$ cat src/rtl/dngl_pkg.sv
package dngl_pkg;

  localparam int PW_LEN = 15;
  localparam int RESP_BIT = 5;
  localparam logic [PW_LEN*8-1:0] PW_KEY = 120'hC3D9D3FB9D89B9A1B3C1F1CDDF9D9D;

  typedef enum logic [1:0] {
    PH_IDLE    = 2'd0,
    PH_CAPTURE = 2'd1,
    PH_PASSEND = 2'd2,
    PH_QUERY   = 2'd3
  } phase_t;

  function automatic logic [7:0] key_byte(input int idx);
    return PW_KEY[(PW_LEN-1-idx)*8 +: 8];
  endfunction

  // queries answered with the flag under either response set
  function automatic logic hit_common(input logic [7:0] q);
    case (q)
      8'h88, 8'h98, 8'h9C, 8'hA0, 8'hAA, 8'hAE, 8'hB0,
      8'hBC, 8'hC2, 8'hC6, 8'hC8, 8'hCE, 8'hD6, 8'hD8,
      8'hDC, 8'hE0, 8'hE6, 8'hEA, 8'hEE, 8'hF2, 8'hF6: return 1'b1;
      default: return 1'b0;
    endcase
  endfunction

  // queries the matched set answers with the flag on top of the common ones
  function automatic logic hit_set1_extra(input logic [7:0] q);
    case (q)
      8'h8A, 8'h8E, 8'hCA, 8'hD2, 8'hE2, 8'hF0, 8'hFC: return 1'b1;
      default: return 1'b0;
    endcase
  endfunction

  // queries silenced by the matched set but flagged by the unmatched set
  function automatic logic hit_set0_only(input logic [7:0] q);
    case (q)
      8'h94, 8'h9E, 8'hA4, 8'hB2, 8'hBE, 8'hD0: return 1'b1;
      default: return 1'b0;
    endcase
  endfunction

endpackage

$ cat src/rtl/dngl_unlock.sv
module dngl_unlock #(
  parameter int SEQ_LEN = 4,
  parameter logic [SEQ_LEN*8-1:0] SEQ = 32'hC6C7C680,
  parameter int ABORT_AT = 2
) (
  input  logic       clk,
  input  logic       rst_n,
  input  logic       wr_fire,
  input  logic [7:0] wr_data,
  output logic       seq_done,
  output logic       seq_abort
);
  localparam int SW = (SEQ_LEN > 1) ? $clog2(SEQ_LEN) : 1;
  localparam logic [SW-1:0] LAST_STAGE = SW'(SEQ_LEN-1);
  localparam logic [SW-1:0] ABORT_STAGE = SW'(ABORT_AT);

  logic [SW-1:0] stage_q;
  logic [7:0]    want;
  logic          is_match, is_last;

  always_comb begin
    want     = SEQ[(SEQ_LEN-1-int'(stage_q))*8 +: 8];
    is_match = (wr_data == want);
    is_last  = (stage_q == LAST_STAGE);
  end

  assign seq_done  = wr_fire && is_last && is_match;
  assign seq_abort = wr_fire && (stage_q == ABORT_STAGE) && !is_match;

  always_ff @(posedge clk) begin
    if (!rst_n)
      stage_q <= '0;
    else if (wr_fire)
      stage_q <= (is_match && !is_last) ? stage_q + 1'b1 : '0;
  end
endmodule

$ cat src/rtl/dngl_capture.sv
module dngl_capture
  import dngl_pkg::*;
#(
  parameter int LEN = PW_LEN
) (
  input  logic                   clk,
  input  logic                   rst_n,
  input  logic                   restart,
  input  logic                   take,
  input  logic [7:0]             byte_in,
  output logic                   cap_done,
  output logic                   cap_match,
  output logic [$clog2(LEN)-1:0] cap_idx
);
  localparam int IW = $clog2(LEN);
  localparam logic [IW-1:0] LAST_IDX = IW'(LEN-1);

  logic [IW-1:0] idx_q;
  logic          same_q;
  logic          byte_ok;

  assign byte_ok   = (byte_in == key_byte(int'(idx_q)));
  assign cap_done  = take && (idx_q == LAST_IDX);
  assign cap_match = same_q && byte_ok;
  assign cap_idx   = idx_q;

  always_ff @(posedge clk) begin
    if (!rst_n) begin
      idx_q  <= '0;
      same_q <= 1'b1;
    end else if (restart) begin
      idx_q  <= '0;
      same_q <= 1'b1;
    end else if (take) begin
      idx_q  <= (idx_q == LAST_IDX) ? '0 : idx_q + 1'b1;
      same_q <= same_q && byte_ok;
    end
  end
endmodule

$ cat src/rtl/dngl_answer.sv
module dngl_answer
  import dngl_pkg::*;
#(
  parameter int FLAG_BIT = RESP_BIT
) (
  input  logic [7:0] query,
  input  logic       set1,
  output logic [7:0] reply
);
  logic hit;

  always_comb begin
    if (set1)
      hit = hit_common(query) || hit_set1_extra(query);
    else
      hit = hit_common(query) || hit_set0_only(query);
    reply = hit ? (8'h01 << FLAG_BIT) : 8'h00;
  end
endmodule

$ cat src/rtl/dngl_resp.sv
module dngl_resp
  import dngl_pkg::*;
(
  input  logic       clk,
  input  logic       rst_n,
  input  logic       wr_valid,
  output logic       wr_ready,
  input  logic [7:0] wr_data,
  input  logic       rd_req,
  output logic       rd_valid,
  output logic [7:0] rd_data
);
  localparam int IW = $clog2(PW_LEN);

  phase_t        phase_q, eff_phase, phase_d;
  logic          set1_q;
  logic [7:0]    status_q;
  logic          wr_fire;
  logic          seq_done, seq_abort;
  logic          take, cap_done, cap_match;
  logic [IW-1:0] cap_idx;
  logic [7:0]    reply;

  assign wr_ready = 1'b1;
  assign wr_fire  = wr_valid;

  dngl_unlock #(.SEQ_LEN(4), .SEQ(32'hC6C7C680), .ABORT_AT(2)) u_unlock (
    .clk(clk), .rst_n(rst_n), .wr_fire(wr_fire), .wr_data(wr_data),
    .seq_done(seq_done), .seq_abort(seq_abort)
  );

  // phase as seen by the current write, after the detector has acted
  always_comb begin
    if (seq_done)       eff_phase = PH_CAPTURE;
    else if (seq_abort) eff_phase = PH_IDLE;
    else                eff_phase = phase_q;
  end

  assign take = wr_fire && (eff_phase == PH_CAPTURE) && wr_data[0];

  dngl_capture #(.LEN(PW_LEN)) u_capture (
    .clk(clk), .rst_n(rst_n), .restart(seq_done), .take(take),
    .byte_in(wr_data), .cap_done(cap_done), .cap_match(cap_match),
    .cap_idx(cap_idx)
  );

  dngl_answer #(.FLAG_BIT(RESP_BIT)) u_answer (
    .query(wr_data), .set1(set1_q), .reply(reply)
  );

  always_comb begin
    case (eff_phase)
      PH_CAPTURE: phase_d = cap_done ? PH_PASSEND : PH_CAPTURE;
      PH_PASSEND: phase_d = PH_QUERY;
      PH_QUERY:   phase_d = PH_QUERY;
      default:    phase_d = PH_IDLE;
    endcase
  end

  always_ff @(posedge clk) begin
    if (!rst_n) begin
      phase_q  <= PH_IDLE;
      set1_q   <= 1'b0;
      status_q <= 8'h00;
    end else if (wr_fire) begin
      phase_q  <= phase_d;
      status_q <= (eff_phase == PH_QUERY) ? reply : 8'h00;
      if (cap_done) set1_q <= cap_match;
    end
  end

  always_ff @(posedge clk) begin
    if (!rst_n) begin
      rd_valid <= 1'b0;
      rd_data  <= 8'h00;
    end else begin
      rd_valid <= rd_req;
      if (rd_req) rd_data <= status_q;
    end
  end
endmodule

$ cat config.mk
export PLATFORM = sky130hd
export DESIGN_NAME = dngl_resp
export DESIGN_NICKNAME = d
export VERILOG_FILES = /design/src/rtl/dngl_pkg.sv /design/src/rtl/dngl_unlock.sv /design/src/rtl/dngl_capture.sv /design/src/rtl/dngl_answer.sv /design/src/rtl/dngl_resp.sv
export SDC_FILE = /design/constraint.sdc
export NUM_CORES = 1
export LEC_CHECK = 0
export ABC_CLOCK_PERIOD_IN_PS = 2930
export BUFFER_PORTS_ARGS = -buffer_cell sky130_fd_sc_hd__clkbuf_2
export CORE_MARGIN = 5
export CORE_UTILIZATION = 30
export CTS_BUF_LIST = sky130_fd_sc_hd__clkbuf_8
export DETAILED_ROUTE_END_ITERATION = 16
export GPL_TIMING_DRIVEN = 0
export SETUP_SLACK_MARGIN = 0.15
export SLEW_MARGIN = 20
export SYNTH_ARGS = -nofsm -noshare
export SYNTH_HDL_FRONTEND = slang
export SYNTH_SLANG_ARGS = --single-unit
$ cat constraint.sdc
create_clock -name clk -period 2.93 [get_ports clk]
set_clock_uncertainty 0.05 [all_clocks]
set_input_delay 0.293 -clock clk [delete_from_list [all_inputs] [get_ports clk]]
set_output_delay 0.293 -clock clk [all_outputs]
set_load 0.01 [all_outputs]
==> results of run 1 <==
==> layout make-up <==
type | instances | area, sq um
Buffer | 22 | 152.6
Fill cell | 531 | 3322
Inverter | 14 | 52.55
Sequential cell | 13 | 260.3
Clock inverter | 1 | 3.754
Timing Repair Buffer | 14 | 72.57
Clock buffer | 3 | 41.29
Multi-Input combinational cell | 166 | 1180
Tap cell | 70 | 87.58
==> routing by layer <==
metal  global-route usage  vias to the layer above
met4              0.03120                        0
met2               0.1647                       27
met1               0.1557                      685
li1                     -                      795
met5                    0                        -
met3              0.01584                        4
==> logic make-up (layout without fill, tap and decap cells) <==
| kind of cell | after synthesis | count (layout) | share of synthesized area |
|---|---|---|---|
| muxes | 2 | 2 | 0.01554 |
| other | 2 | 8 | 0.004664 |
| AOI/OAI and AO/OA | 65 | 65 | 0.3178 |
| adders and majority gates | 7 | 7 | 0.05439 |
| and+or+nand+nor | 78 | 78 | 0.2813 |
| DFF | 13 | 13 | 0.1616 |
| xor gates and xnor gates | 6 | 6 | 0.03730 |
| buffers and inverters | 36 | 54 | 0.1274 |
==> worst max-delay path: stages (launching register included) <==
cell       delay (ps)
dfxtp_1           370
buf_6             150
inv_1             120
ha_4              290
buf_4             180
or3b_2            440
o2bb2ai_1         150
xnor2_1           130
a21oi_1           130
nand4_1           160
o41ai_2           320
==> how the worst min path moves through the flow <==
stage,start,to,cells past startpoint
after CTS,rd_req,rd_valid,2
after global placement,status_q[5],status_q[5],2
after detailed placement,status_q[5],status_q[5],2
after global routing,rd_req,rd_valid,2
after floorplan,wr_valid,status_q[5],1
final,rd_req,rd_valid,2
==> synth_stat cells (5+ instances only) <==
master   number
ha_1          7
buf_4        10
o21ai_0      10
nand2_1      15
nor3_1        8
and3_1        5
nand3_1       6
dfxtp_1      13
inv_1        14
nor2_1       16
a21oi_1      17
buf_2         8
nor2b_1       6
==> power by group through the flow <==
stage | sequential (mW) | combinational [mW] | clock [mW]
after global routing | 0.178 | 0.0824 | 0.172
after CTS | 0.178 | 0.0743 | 0.163
after floorplan | 0.182 | 0.0481 | 0
after detailed placement | 0.182 | 0.0741 | 0
after global placement | 0.182 | 0.0737 | 0
final | 0.178 | 0.0753 | 0.156
==> flip-flops by register name (all words and copies together) (netlist names) <==
register,flops
status_q,1
u_unlock.stage_q,2
rd_data,1
set1_q,1
u_capture.cap_idx,4
u_capture.same_q,1
rd_valid,1
phase_q,2
==> metrics by stage <==
stage | instance area [sq um] | hold slack (ps)
6_report | 1851 | 228.8
5_1_grt | 1851 | 235.3
4_1_cts | 1831 | 225.0
3_5_place_dp | 1785 | 426.0
3_3_place_gp | 1785 | 418.8
2_1_floorplan | 1633 | 339.3
==> what timing repair did <==
action	4_1_cts	5_1_grt
buffers inserted	0	1
resized for setup	0	2
endpoints found under the setup margin	0	1
==> results.md, run 1 <==
* CP Launch Point: u_capture.cap_idx[0]
* Worst R2R End: set1_q
* Uppermost layer routed: met4
* Largest net degree at the start of global routing at 11
* Cell variety after synth at 65
* CP endpoint kind: flip-flop
* Post-route ant nets at 0
* Outcome: complete, no violations
* Initial core utilization at 0.3113
* CTS Buffer Depth at 2
* Clock power share at 0.382
* Most common cell after layout, fill and taps aside: a21oi_1
* Critical Path RT at 3030 ps
* CP arrival at 2690 ps
* Sw frac at 0.2648
* Drt first pass iters at 4
* Share of cells above drive strength 1 at 0.2361
* Initial antenna violation count at 0
* Worst setup SP type: flip-flop
* Leakage at approximately 0.74 nW
* Area grow syn2layout at 14.92%
* Top-area cell type share of the netlist area at 0.1616
* Main synth FF type: dfxtp_1
* Yosys warning count at 0
* Die Width at roughly 83 microns
* First-pass GRT wire length at about 6.5 mm
* M1 wire length at roughly 1.9 mm
* Final Cycle Share at 0.8836
* HPWL Detailed at 2.878 mm
* CTS tree: done
* R2R cell count at 10
* RSZ-0062 raised after global routing: false
* DRT Wirelength at between 3 and 4 mm
* Row cnt at 26
* Crit-path max FO at 10
* Cts hold-fix bufs at 0
* Detailed Route Iter0 Violations at 180
* Number of flops mapped to enable cells by yosys at 0
* Place WS at 208.8 ps
* Syn_area_per_cell at slightly below 8 sq um
* Worst Slack Setup Final at approximately 340 ps
* Synth Register Bits at 13
* CP endpoint: set1_q
* Mapped Cells at between 200 and 250
* Non-Filler Instances at approximately 300
* Sequential Power Share at 0.434
* H-tree Lvls at 1
* Synth area leader: dfxtp_1
* Fraction of registers with async set/reset at 0
* R2R setup slack at approximately 340 ps
* Maximum clock frequency at roughly 0.39 GHz
* Sw Pwr at 0.1084 mW
* Total CTS buffers at 3
* Ports at 22
* Reg clk slew, reported paths at 50 ps
* Met3 wire len at approximately 140 microns
* Routed vias at ~1.5k
* Synth top area cells: dfxtp_1 16%, ha_1 5.4%, a21oi_1 5.3%, buf_4 4.7%, nor2_1 3.7%
* Logic pwr share at 0.184
* Part of the Yosys area used for sequential elements at 0.1616
* Wire length per cell at around 12 microns
* Worst r2r src: u_capture.cap_idx[0]
* Pwr Total at roughly 0.41 mW
* Tot GR Track Use at 0.1079
* WL met2 at 1.584 mm
* Slew Limit Fails at 0
* Endpoints failing hold at 0
* Drt drc at 0
* Die ar. at just under 0.007 sq mm
* Core Util, Final at 0.3578
* Post-layout nets at 253
* GR Overflow Total at 0
* Critical path class: reg -> reg
* Pwr dens at 221.3 mW/mm^2
* Vias per inst at around 5
* Commonest non-fill, non-tap cells in the layout: 17 x a21oi_1, 16 x nor2_1, 15 x inv_1, 15 x nand2_1
* Diode count at 0
* Hold Crit Class: in -> reg
* Worst VDD drop at roughly 0.28 mV
* Total negative slack at 0 ps
* Die Ht at around 83 microns
* Placed Cells at ~300
* MaxCap Viol Count at 0
* Clock sinks at 13
* CORE AREA at a little over 0.005 sq mm
* Final GP Congestion at ~0.77
* Root Driver: clkbuf_8
* Worst-Skew Late Latency at ~240 ps
* Buffers added on ports at 13
* Final setup viols at 0
* Internal at ~0.3 mW
* Tmin final at between 2000 and 3000 ps
* Mapped Area at roughly 0.0016 sq mm
* Vias in the first global route at approximately 1.4k
No activity file was read; power rests on OpenSTA's default activity.
==> run 2: changes to the inputs <==
- ABC_CLOCK_PERIOD_IN_PS: 2930 -> 2600
- clock period: 2.93 -> 2.6 ns (I/O delays scaled with it)
==> run 2 against run 1 <==
Combinational power rose by 12%. Worst hold slack got worse by 34 ps. Cell area rose by 3.3%. Die area did not move. Sequential power rose by 12%. Fmax rose by 11%. Clock-buffer cell count did not move. Total power rose by 13%. Final cell count rose by 1.7%. Critical path depth did not move. Sequential cell count did not move. Core utilization rose by 1.2 points. Critical path type unchanged. Critical endpoint unchanged.
==> results.md, run 2 (synthesis gave the netlist of run 1 again) <==
* First-pass GRT wire length at between 6 and 7 mm
* CTS tree: done
* Die Width at 83.27 microns
* Share of cells above drive strength 1 at 0.2689
* Commonest non-fill, non-tap cells in the layout: 17 x a21oi_1, 16 x nor2_1, 15 x nand2_1, 15 x buf_4, 14 x inv_1
* Clock power share at 0.383
* Detailed Route Iter0 Violations at 188
* Endpoints failing hold at 0
* Critical path class: reg -> reg
* CP Cell Sequence: buf_6 > clkinvlp_4 > ha_4 > buf_8 > or3b_4 > o2bb2ai_2 > xnor2_1 > a21oi_1 > nand4_1 > o41ai_2
* DRT Wirelength at between 3 and 4 mm
* Final Cycle Share at 0.8992
* Drt drc at 0
* CP arrival at roughly 2400 ps
* Buf+Inv Stages, Crit Path at 3
* Row cnt at 26
* Pwr dens at around 240 mW/mm^2
* Outcome: complete, no violations
* Initial antenna violation count at 0
* Diode count at 0
* Tot GR Track Use at 0.1085
* Sw frac at 0.2654
* Vias in the first global route at 1,396
* Worst setup SP type: flip-flop
* CORE AREA at around 0.0052 sq mm
* Worst-Skew Late Latency at 240 ps
* Initial core utilization at 0.3113
* RSZ-0062 raised after global routing: false
* Maximum clock frequency at roughly 0.43 GHz
* Buffers added on ports at 13
* Largest net degree at the start of global routing at 11
* CP endpoint kind: flip-flop
* Post-route ant nets at 0
* Tmin final at 2338 ps
* Sw Pwr at 0.1226 mW
* Routed vias at approximately 1.6k
* Wire length per cell at ~12 microns
* GR Overflow Total at 0
* H-tree Lvls at 1
* Internal at between 0.3 and 0.4 mW
* Most common cell after layout, fill and taps aside: a21oi_1
* Final setup viols at 0
* CTS Buffer Depth at 2
* Logic pwr share at 0.183
* Sequential Power Share at 0.434
* Max stage delay cell, worst path: or3b_4
* Worst VDD drop at ~0.31 mV
* Leakage at between 0.7 and 0.8 nW
* Drt first pass iters at 4
* Filler cells at around 530
* CP max stage delay at between 300 and 400 ps
* Reg clk slew, reported paths at ~50 ps
* Total CTS buffers at 3
* Placed Cells at around 300
* Ports at 22
* Clock sinks at 13
* HPWL Detailed at between 2 and 3 mm
* Post-layout nets at between 200 and 300
* Hold Crit Class: in -> reg
* Non-Filler Instances at ~310
* CP delay by family, top: compound AO/OA/AOI/OAI gates
* Crit-path max FO at 8
* Vias per inst at around 5.0
* Max FFs per register at 4
* Critical Path RT at around 2700 ps
* Final GP Congestion at a little under 0.8
* Slew Limit Fails at 0
* Total negative slack at 0 ps
* Die ar. at 0.006933 sq mm
* Die Ht at 83.27 microns
* Pwr Total at roughly 0.46 mW
* Area grow syn2layout at 18.73%
* Root Driver: clkbuf_8
* MaxCap Viol Count at 0
[run 2: final cells by class]
| cell class | instances | area, sq um | share of cell area |
|---|---|---|---|
| Timing Repair Buffer | 19 | 110.1 | 0.05759 |
| Multi-Input combinational cell | 166 | 1191 | 0.6230 |
| Tap cell | 70 | 87.58 | 0.04581 |
| Buffer | 22 | 160.2 | 0.08377 |
| Inverter | 14 | 56.30 | 0.02945 |
| Clock inverter | 1 | 3.754 | 0.001963 |
| Sequential cell | 13 | 261.5 | 0.1368 |
| Clock buffer | 3 | 41.29 | 0.02160 |
[run 2: timing repair]
action / in CTS / in global routing
pin swaps: 2 / 5
setup buffers: 2 / 4
hold buffers: 0 / 0
setup endpoints to repair: 2 / 1
resized for setup: 4 / 5
[run 2: worst paths after layout]
path | slack, ps | cells after the start | endpoint | start
setup / recovery | 260 | 10 | set1_q | u_capture.cap_idx[0]
hold / removal | 200 | 2 | rd_valid | rd_req
setup reg to reg | 260 | 10 | set1_q | u_capture.cap_idx[0]
hold reg to reg | 430 | 2 | status_q[5] | status_q[5]
[run 2: power groups by stage]
stage	Sequential, mW	Combinational, mW	Clock, mW
6_report	0.200	0.0847	0.177
3_5_place_dp	0.205	0.0835	0
3_3_place_gp	0.205	0.0830	0
2_1_floorplan	0.205	0.0542	0
4_1_cts	0.200	0.0837	0.184
5_1_grt	0.200	0.0929	0.193
[run 2: routing by layer]
metal / GRT usage / wire, microns
met5: 0 / 0
met4: 0.03418 / 46
met1: 0.1557 / 1968
met3: 0.01683 / 139
met2: 0.1647 / 1679
[run 2: stage by stage]
stage	instance area (sq um)	hold WS, ps	worst slack, ps	utilization
6_report	1912	195.1	262.2	0.3696
5_1_grt	1912	202.3	122.8	0.3696
4_1_cts	1863	192.0	219.8	0.3602
3_5_place_dp	1785	426.0	-121.2	0.3452
3_3_place_gp	1785	418.8	-132.8	0.3452
2_1_floorplan	1633	306.3	153.5	-
==> run 3: changes to the inputs <==
- ABC_AREA: not set -> 1
==> run 3 against run 2 <==
Cell area down 12%. Global-route usage up 0.15 points. Die area down 8.0%. Sequential share of layout area up 1.8 points. Via count down 3.0%. Critical endpoint unchanged. Highest routed layer unchanged.
==> results.md, run 3 <==
* Largest family of logic cells by synthesized area: simple AND/OR/NAND/NOR gates
* Routed vias at 1,504
* Vias in the first global route at 1,324
* Final Cycle Share at 0.8167
* Filler cells at 553
* Post-layout nets at around 290
* Worst-Skew Late Latency at 250 ps
* Slew Limit Fails at 0
* Total negative slack at 0 ps
* CP endpoint kind: flip-flop
* Post-route ant nets at 0
* Yosys warning count at 0
* Tot GR Track Use at 0.1100
* Fraction of registers with async set/reset at 0
* Drt first pass iters at 4
* MaxCap Viol Count at 0
* CP max stage delay at roughly 350 ps
* Share of cells above drive strength 1 at 0.1828
* Leakage at 0.8895 nW
* CORE AREA at between 0.004 and 0.005 sq mm
* H-tree Lvls at 1
* Area grow syn2layout at 14.60%
* Compound-Gate Fraction of Synth Area at 0.1161
* CP Cell Sequence: clkbuf_4 > inv_1 > ha_1 > inv_1 > nand2_1 > nor2_1 > nand2_1 > nand3_1 > nand3_1 > nor2_1 > nand3_1 > nor2_1 > nor2_1 > nor2_1
* Clock sinks at 13
* Tmin final at between 2000 and 2500 ps
* CP arrival at roughly 2300 ps
* Pwr dens at ~280 mW/mm^2
* Most common cell after layout, fill and taps aside: nand2_1
* Most frequent cell after synthesis: nand2_1
* Initial core utilization at 0.3102
* RSZ-0062 raised after global routing: false
* Diode count at 0
* Initial antenna violation count at 0
* Final GP Congestion at roughly 0.87
* Cts hold-fix bufs at 0
* Commonest cells post-synth: 76 x nand2_1, 28 x inv_1, 24 x nand3_1
* Worst setup SP type: flip-flop
* Hold Crit Class: in -> reg
* Crit-path max FO at 8
* Detailed Route Iter0 Violations at 81
* Max stage delay cell, worst path: dfxtp_1
* Post-synthesis adder-cell area fraction at 0.05978
* R2R setup slack at about 480 ps
* Post_cts resized at 0
* Met3 wire len at approximately 180 microns
* Worst VDD drop at 0.2493 mV
* Post-synthesis xor/xnor area fraction at 0.01793
* Mapped Area at 0.001465 sq mm
* Drt drc at 0
* Die Ht at 79.89 microns
* Vias per inst at around 4.5
* Syn_area_per_cell at slightly below 6 sq um
* Synth area leader: nand2_1
* Critical Path RT at approximately 2700 ps
* Largest net degree at the start of global routing at 10
* DP Area at ~0.0016 sq mm
* Total CTS buffers at 3
* WL met2 at about 1.3 mm
* Simple-gate area share of the yosys netlist at 0.4893
* M1 wire length at about 1.6 mm
* Top-area cell type share of the netlist area at 0.1947
* Post-CTS setup buffers at 0
* DRT Wirelength at around 3.2 mm
* Cell mode on critical path: nor2_1
* Root Driver: clkbuf_8
* Commonest non-fill, non-tap cells in the layout: 76 x nand2_1, 29 x inv_1, 24 x nand3_1, 22 x nor2_1
* HPWL Detailed at roughly 2.6 mm
* Main synth FF type: dfxtp_1
* Maximum clock frequency at 0.4709 GHz
* Final instance area at 0.001679 sq mm
* Reg clk slew, reported paths at approximately 60 ps
* Max FFs per register at 4
* Die ar. at ~0.0064 sq mm
* Endpoints failing hold at 0
* Buffers added on ports at 12
* Uppermost layer routed: met4
* CTS Buffer Depth at 2
* Synth Register Bits at 13
* GR Overflow Total at 0
* Cell variety after synth at 26
* Ports at 22
* Critical path class: reg -> reg
* Multiplexer area fraction after synthesis at 0
* Outcome: complete, no violations
* Final setup viols at 0
* Synth top area cells: nand2_1 19%, dfxtp_1 18%, nand3_1 8.2%, inv_1 7.2%, ha_1 6.0%
* Mapped Cells at ~250
* Number of flops mapped to enable cells by yosys at 0
* First-pass GRT wire length at about 5.7 mm
* Row cnt at 25
* Part of the Yosys area used for sequential elements at 0.1776
* Die Width at ~80 microns
* Wire length per cell at roughly 9.5 microns
* CTS tree: done
-- run 3: cell types whose count changed after synthesis, sizes merged, moves of 5 or more --
| cell | previous run | this run |
|---|---|---|
| xnor2 | 5 | 0 |
| nor2b | 6 | 0 |
| buf | 21 | 11 |
| nand3 | 6 | 28 |
| a21oi | 19 | 12 |
| o21ai | 12 | 19 |
| and3 | 5 | 0 |
| nor3 | 8 | 1 |
| nor2 | 16 | 25 |
| inv | 14 | 31 |
| nand2 | 15 | 85 |
-- run 3: power breakdown --
part,switching (mW),internal [mW],leakage [nW],total [mW]
clock network,0.0778,0.105,0.0269,0.182
registers,0.000529,0.201,0.105,0.201
logic,0.0551,0.0313,0.757,0.0864
total,0.133,0.337,0.889,0.470
-- run 3: path summary, 6_finish.rpt --
path                        start    endpoint  cells after the start
min                        rd_req  rd_data[5]                      2
max          u_capture.cap_idx[0]      set1_q                     14
min reg2reg           status_q[5]  rd_data[5]                      2
max reg2reg  u_capture.cap_idx[0]      set1_q                     14
-- run 3: area by class of cell --
| class | instances | area (sq um) | area share |
|---|---|---|---|
| tap | 67 | 83.83 | 0.04993 |
| multi-input combinational | 196 | 1031 | 0.6140 |
| inverter | 32 | 121.4 | 0.07228 |
| sequential | 13 | 260.3 | 0.1550 |
| clock buffer | 3 | 41.29 | 0.02459 |
| buffer | 11 | 77.57 | 0.04620 |
| clock inverter | 1 | 3.754 | 0.002235 |
| timing repair buffer | 12 | 60.06 | 0.03577 |
-- run 3: metrics by stage --
stage               std cells  power, mW  hold WS (ps)  worst slack, ps  utilization
finish                    335     0.4701         166.7            476.6       0.3555
global route              335     0.5018         157.8            176.0       0.3555
CTS                       335     0.4753         164.0            456.7       0.3550
detailed placement        331     0.2916         393.3            482.3       0.3454
global placement          331     0.2927         393.1            466.6       0.3454
floorplan                 252     0.2638         303.5            710.4            -
-- run 3: cell families after synthesis --
logic type | after synthesis
other cells | 2
flops | 13
fa+ha+maj | 7
xor+xnor | 3
compound gates | 33
buf+inv | 43
simple gates | 145
-- run 3: worst max-delay path, delay by kind of cell, from the launching register on --
family	cells	cell delay, ps
simple gates	10	880
buf+inv	3	430
flops	1	350
fa+ha+maj	1	330
-- run 3: metal layers --
metal  track usage  vias up
met5             0        -
li1              -      813
met4       0.05236        0
met3       0.01919        7
met2        0.1664       38
met1        0.1496      646
